File: src/rtl/shnorm_pkg.sv
package shnorm_pkg;
    typedef enum logic [1:0] {
        SN_IDLE = 2'd0,
        SN_PREP = 2'd1,
        SN_STEP = 2'd2,
        SN_FIN  = 2'd3
    } sn_state_e;
endpackage

File: src/rtl/shnorm_fsm.sv
module shnorm_fsm
    import shnorm_pkg::*;
(
    input  logic clk,
    input  logic rst_n,
    input  logic start,
    input  logic skip,
    input  logic last,
    output logic load_en,
    output logic step_en,
    output logic busy,
    output logic done
);
    sn_state_e state_q, state_d;

    // State register
    always_ff @(posedge clk or negedge rst_n) begin
        if (!rst_n) state_q <= SN_IDLE;
        else        state_q <= state_d;
    end

    // Transitions
    always_comb begin
        state_d = state_q;
        unique case (state_q)
            SN_IDLE: if (start) state_d = SN_PREP;
            SN_PREP: state_d = skip ? SN_FIN : SN_STEP;
            SN_STEP: if (last) state_d = SN_FIN;
            SN_FIN:  state_d = SN_IDLE;
            default: state_d = SN_IDLE;
        endcase
    end

    // Outputs
    always_comb begin
        load_en = (state_q == SN_IDLE) && start;
        step_en = (state_q == SN_STEP);
        busy    = (state_q != SN_IDLE);
        done    = (state_q == SN_FIN);
    end

    p_done_single_r5: assert property (@(posedge clk) disable iff (!rst_n)
        done |=> !done && !busy);

    p_last_step_fin_r4: assert property (@(posedge clk) disable iff (!rst_n)
        (step_en && last) |=> done);
endmodule

File: src/rtl/shnorm_datapath.sv
module shnorm_datapath #(
    parameter int WIDTH = 32,
    parameter int CNT_W = $clog2(WIDTH)
) (
    input  logic             clk,
    input  logic             rst_n,
    input  logic             load_en,
    input  logic             step_en,
    input  logic             ld_norm,
    input  logic             ld_dir_right,
    input  logic [CNT_W-1:0] ld_count,
    input  logic [WIDTH-1:0] ld_value,
    output logic [WIDTH-1:0] val_q,
    output logic [CNT_W-1:0] cnt_q,
    output logic             skip,
    output logic             last
);
    localparam logic [CNT_W-1:0] MAXC = CNT_W'(WIDTH - 1);
    localparam logic [CNT_W-1:0] ONE  = CNT_W'(1);
    localparam logic [CNT_W-1:0] TWO  = CNT_W'(2);

    logic [CNT_W-1:0] rem_q;
    logic             norm_q, dir_q;
    logic [CNT_W-1:0] amt;
    logic [WIDTH-1:0] nxt_val;
    logic             top2_zero;

    always_comb begin
        top2_zero = (val_q[WIDTH-1 -: 2] == 2'b00);
        if ((rem_q >= TWO) && (!norm_q || top2_zero)) amt = TWO;
        else                                          amt = ONE;
        if (!norm_q && dir_q) nxt_val = val_q >> amt;
        else                  nxt_val = val_q << amt;
        last = (rem_q == amt) || (norm_q && nxt_val[WIDTH-1]);
        skip = norm_q && val_q[WIDTH-1];
    end

    always_ff @(posedge clk or negedge rst_n) begin
        if (!rst_n) begin
            val_q  <= '0;
            cnt_q  <= '0;
            rem_q  <= '0;
            norm_q <= 1'b0;
            dir_q  <= 1'b0;
        end else if (load_en) begin
            val_q  <= ld_value;
            norm_q <= ld_norm;
            dir_q  <= ld_dir_right;
            rem_q  <= ld_norm ? MAXC : ld_count;
            cnt_q  <= ld_norm ? '0 : ld_count;
        end else if (step_en) begin
            val_q <= nxt_val;
            rem_q <= rem_q - amt;
            if (norm_q) cnt_q <= cnt_q + amt;
        end
    end

    p_hold_idle_r10: assert property (@(posedge clk) disable iff (!rst_n)
        (!load_en && !step_en) |=> ($stable(val_q) && $stable(cnt_q)));

    p_norm_result_r6: assert property (@(posedge clk) disable iff (!rst_n)
        (step_en && last && norm_q) |=> (val_q[WIDTH-1] || cnt_q == MAXC));
endmodule

File: src/rtl/shnorm_unit.sv
module shnorm_unit #(
    parameter int WIDTH = 32,
    parameter int CNT_W = $clog2(WIDTH)
) (
    input  logic             clk,
    input  logic             rst_n,
    input  logic             ctl_wr,
    input  logic             ctl_norm,
    input  logic             ctl_dir_right,
    input  logic [CNT_W-1:0] ctl_count,
    input  logic [WIDTH-1:0] opnd_in,
    output logic [WIDTH-1:0] res_out,
    output logic [CNT_W-1:0] count_out,
    output logic             busy,
    output logic             done
);
    localparam int LAT_W   = CNT_W + 1;
    localparam int MAX_LAT = WIDTH / 2 + 1;

    logic load_en, step_en, skip, last;

    shnorm_fsm u_fsm (
        .clk     (clk),
        .rst_n   (rst_n),
        .start   (ctl_wr),
        .skip    (skip),
        .last    (last),
        .load_en (load_en),
        .step_en (step_en),
        .busy    (busy),
        .done    (done)
    );

    shnorm_datapath #(.WIDTH(WIDTH), .CNT_W(CNT_W)) u_dp (
        .clk          (clk),
        .rst_n        (rst_n),
        .load_en      (load_en),
        .step_en      (step_en),
        .ld_norm      (ctl_norm),
        .ld_dir_right (ctl_dir_right),
        .ld_count     (ctl_count),
        .ld_value     (opnd_in),
        .val_q        (res_out),
        .cnt_q        (count_out),
        .skip         (skip),
        .last         (last)
    );

    // Latency window counter for the bound check
    logic [LAT_W-1:0] lat_q;
    always_ff @(posedge clk or negedge rst_n) begin
        if (!rst_n)    lat_q <= '0;
        else if (busy) lat_q <= lat_q + 1'b1;
        else           lat_q <= '0;
    end

    p_latency_bound_r4: assert property (@(posedge clk) disable iff (!rst_n)
        done |-> (lat_q <= LAT_W'(MAX_LAT)));

    p_shift_count_legal_r2: assert property (@(posedge clk) disable iff (!rst_n)
        (ctl_wr && !busy && !ctl_norm) |-> (ctl_count != '0));
endmodule

File: config.mk
export PLATFORM = sky130hd
export DESIGN_NAME = shnorm_unit
export DESIGN_NICKNAME = d
export VERILOG_FILES = /design/src/rtl/shnorm_pkg.sv /design/src/rtl/shnorm_fsm.sv /design/src/rtl/shnorm_datapath.sv /design/src/rtl/shnorm_unit.sv
export SDC_FILE = /design/constraint.sdc
export NUM_CORES = 1
export LEC_CHECK = 0
export BUFFER_PORTS_ARGS = -buffer_cell sky130_fd_sc_hd__buf_2
export CORE_ASPECT_RATIO = 0.6
export CORE_MARGIN = 1
export CORE_UTILIZATION = 57
export DETAILED_ROUTE_END_ITERATION = 12
export PLACE_DENSITY = 0.85
export SYNTH_ARGS = -nofsm -noshare
export SYNTH_HDL_FRONTEND = slang
export SYNTH_SLANG_ARGS = --single-unit
export TNS_END_PERCENT = 1
File: constraint.sdc
create_clock -name clk -period 3.75 [get_ports clk]
set_clock_uncertainty 0.05 [all_clocks]
set_input_delay 0.375 -clock clk [delete_from_list [all_inputs] [get_ports clk]]
set_output_delay 0.375 -clock clk [all_outputs]
set_load 0.005 [all_outputs]
==> impl_metrics.tcl <==
set metrics [dict create \
    outcome "complete, no violations" \
    rows 20 \
    globalRouteOverflowTotal 0 \
    place_congestion 0.914 \
    dr.first_iter.drc_count 278 \
    grt_use_total_pct 28.3 \
    timing.final.crit_share_pct 80.0 \
    drive_gt1_share_pct 23.5 \
    fmax_ghz 0.333 \
    post_dp_cell_area_sq_um 3400 \
    worstSetupPathType "reg -> reg" \
    cts_resized 0 \
    vias 3087 \
    hpwl_um 5550 \
    synth_edf_count 0 \
    insertion_delay_ns 0.29 \
    end_kind "flip-flop" \
    async_flop_share_pct 100 \
    clock_path_buffers 2 \
    cts_tree "yes" \
    cts_setup_buffers 0 \
    syn_area_sq_um 3060 \
    totalNegativeSetupSlack_ns 0 \
    cp.arrival_ns 3.12 \
    grt_max_degree 47 \
    hold_viol_final 0 \
    grt_pass1_vias 2717 \
    htree_num_levels 2 \
    hold_path.class "in -> async" \
    cts.sinks 46 \
    fin_hold_ws_ns 0.218 \
    numCtsBuffers 5 \
    clock_tree.root_cell "clkbuf_8" \
    path_clk_slew_ns 0.09 \
    critPathLaunch "u_fsm.state_q[0]$_DFFE_PN0P_" \
    n_fill_cell 454 \
    endpoint "u_dp.val_q[15]$_DFFE_PN0P_" \
    core_sq_um 5100 \
    dr.pass1.iters 5 \
    max_slew.worst_pin.slew_ns 1.07 \
    r2r_setup_slack_ns 0.75 \
    ys_seq_elements 46 \
    maxCapViolCount 0 \
    nNetsFinal 479 \
    syn_inst 365 \
    routed_wl_um 7940 \
    crit_fanout 30 \
    dieArea_sq_um 5680 \
    area_delta_synth_final_pct 13.5 \
    die_h_um 58.8 \
    worstPathRequired_ns 3.87 \
    die_w_um 96.6 \
    num_antenna_cells 0 \
    postCtsHoldBufs 0 \
    synthesis.nets 419 \
    rsz0062_at_grt "no" \
    yosysSeqAreaShare_pct 37.6 \
    setup_violations 0 \
    synth_top_flop_cell "dfrtp_1" \
    initial_utilization_pct 60.0 \
    slew_viol_final 0 \
    peakVddDrop_v 0.000424 \
    yosysUniqueCellTypes 41 \
    drt-wirelength-per-cell_um 16.2 \
    power_density_nw_per_um2 968 \
    postRouteAntennaNets 0 \
    synth-warning-count 0 \
    r2r_start "u_fsm.state_q[0]$_DFFE_PN0P_" \
    p_leak_nw 1.54 \
    placement.io_buffers 80 \
    route.detailed.drc 0 \
    antenna_found_initial 0 \
    rr_worst_depth 6 \
    relSlewSlack_pct 28.8 \
    fin_crit_ns 3.00 \
    rr_endpoint "u_dp.val_q[15]$_DFFE_PN0P_" \
    io_pins 81 \
    grt_pass1_wl_um 13000 \
    via_per_inst 6.29 \
    cp-start-kind "flip-flop" \
    fin_area_sq_um 3480 \
    synth.avg_cell_area_sq_um 8.39 \
]
==> registers in the layout (all words and copies together), names as in the netlist, named ones only <==
register       cells
u_fsm.state_q      2
u_dp.val_q        29
u_dp.rem_q         5
u_dp.cnt_q         5
u_dp.norm_q        1
u_dp.dir_q         1
==> placed cells by master, fill, tap and decap left out, types with 6 or more instances in the layout <==
cell | synthesis | layout
a21oi_1 | 75 | 75
buf_2 | 4 | 80
dfrtp_1 | 46 | 46
ha_1 | 10 | 10
inv_1 | 11 | 11
nand2_1 | 78 | 78
nand2_2 | 6 | 6
nor3_1 | 9 | 9
o21a_1 | 27 | 27
o21ai_0 | 9 | 9
o32a_1 | 26 | 26
==> cell families (layout without fill, tap and decap cells) <==
logic type / count (synthesis) / count (layout) / share of synthesized area [%]
adders and majority gates: 12 / 12 / 5.39
muxes: 1 / 1 / 0.368
xor gates and xnor gates: 3 / 3 / 0.858
DFF: 46 / 46 / 37.6
AOI/OAI and AO/OA: 152 / 152 / 32.9
and+or+nand+nor: 111 / 111 / 16.1
buffers and inverters: 40 / 100 / 6.70
==> per-layer routing <==
| layer | GRT usage, % | up-vias | share of wire, % |
|---|---|---|---|
| met1 | 41.7 | 1475 | 47 |
| met4 | 5.12 | 0 | 0.39 |
| met5 | 0 | - | 0 |
| met3 | 5.46 | 4 | 9.3 |
| li1 | - | 1446 | - |
| met2 | 44.4 | 162 | 44 |
==> critical path: stages (launching register included) <==
cell	delay, ns
dfrtp_1	0.38
inv_1	0.12
ha_1	0.25
nand2_1	0.56
nand2_1	0.83
o21a_1	0.33
o32a_1	0.34
==> synthesized netlist by cell type, drive strengths merged (2+ instances only) <==
library cell | number | share of area (%)
or4 | 2 | 0.61
xor2 | 2 | 0.57
nor4 | 2 | 0.41
ha | 10 | 4.1
nor3b | 2 | 0.49
o21ai | 9 | 1.5
o31a | 2 | 0.57
a21oi | 75 | 12
nor2 | 3 | 0.37
nand2 | 84 | 11
a22o | 2 | 0.57
a221o | 2 | 0.65
nand3b | 2 | 0.49
and2 | 2 | 0.49
inv | 11 | 1.3
buf | 11 | 3.0
nor2b | 2 | 0.41
nor3 | 9 | 1.5
dfrtp | 46 | 38
o22ai | 2 | 0.41
o21a | 27 | 6.6
fa | 2 | 1.3
o32a | 26 | 8.5
a211oi | 2 | 0.49
clkbuf | 17 | 2.1
==> power by group <==
part | leakage (nW) | total (W) | internal (W) | switching (W)
sequential | 0.519 | 0.00101 | 0.000742 | 0.000269
combinational | 0.972 | 0.00207 | 0.000890 | 0.00117
clock | 0.0438 | 0.000289 | 0.000126 | 0.000163
total | 1.54 | 0.00336 | 0.00176 | 0.00161
==> metrics by stage <==
| stage | power [W] | cells | util [%] | setup WS, ns |
|---|---|---|---|---|
| after CTS | 0.00334 | 491 | 68.1 | 0.781 |
| after global placement | 0.00299 | 484 | 66.5 | 0.875 |
| after global routing | 0.00366 | 491 | 68.1 | 0.561 |
| final | 0.00336 | 491 | 68.1 | 0.751 |
| after detailed placement | 0.00305 | 484 | 66.5 | 0.794 |
| after floorplan | 0.00254 | 365 | - | 1.17 |
==> how the worst min path moves through the flow <==
stage	start	endpoint	slack [ns]	cells after the start
floorplan	rst_n	asynchronous set/reset pin	0.03	0
CTS	ctl_dir_right	u_dp.dir_q$_DFFE_PN0P_	0.23	3
global route	ctl_dir_right	u_dp.dir_q$_DFFE_PN0P_	0.24	3
finish	rst_n	u_fsm.state_q[0]$_DFFE_PN0P_	0.22	1
detailed placement	u_dp.dir_q$_DFFE_PN0P_	u_dp.dir_q$_DFFE_PN0P_	0.41	2
global placement	u_dp.dir_q$_DFFE_PN0P_	u_dp.dir_q$_DFFE_PN0P_	0.41	2
==> final cells by class <==
class	count	area [sq um]	share of cell area, %
multi-input cells	279	1710	49.1
clock buffers	5	68.8	1.98
well taps	66	82.6	2.38
clock inverters	2	10.0	0.288
flip-flops and latches	46	1150	33.1
inverters	12	50.0	1.44
repair buffers	81	408	11.7
Power figures use the tool's default switching activity.
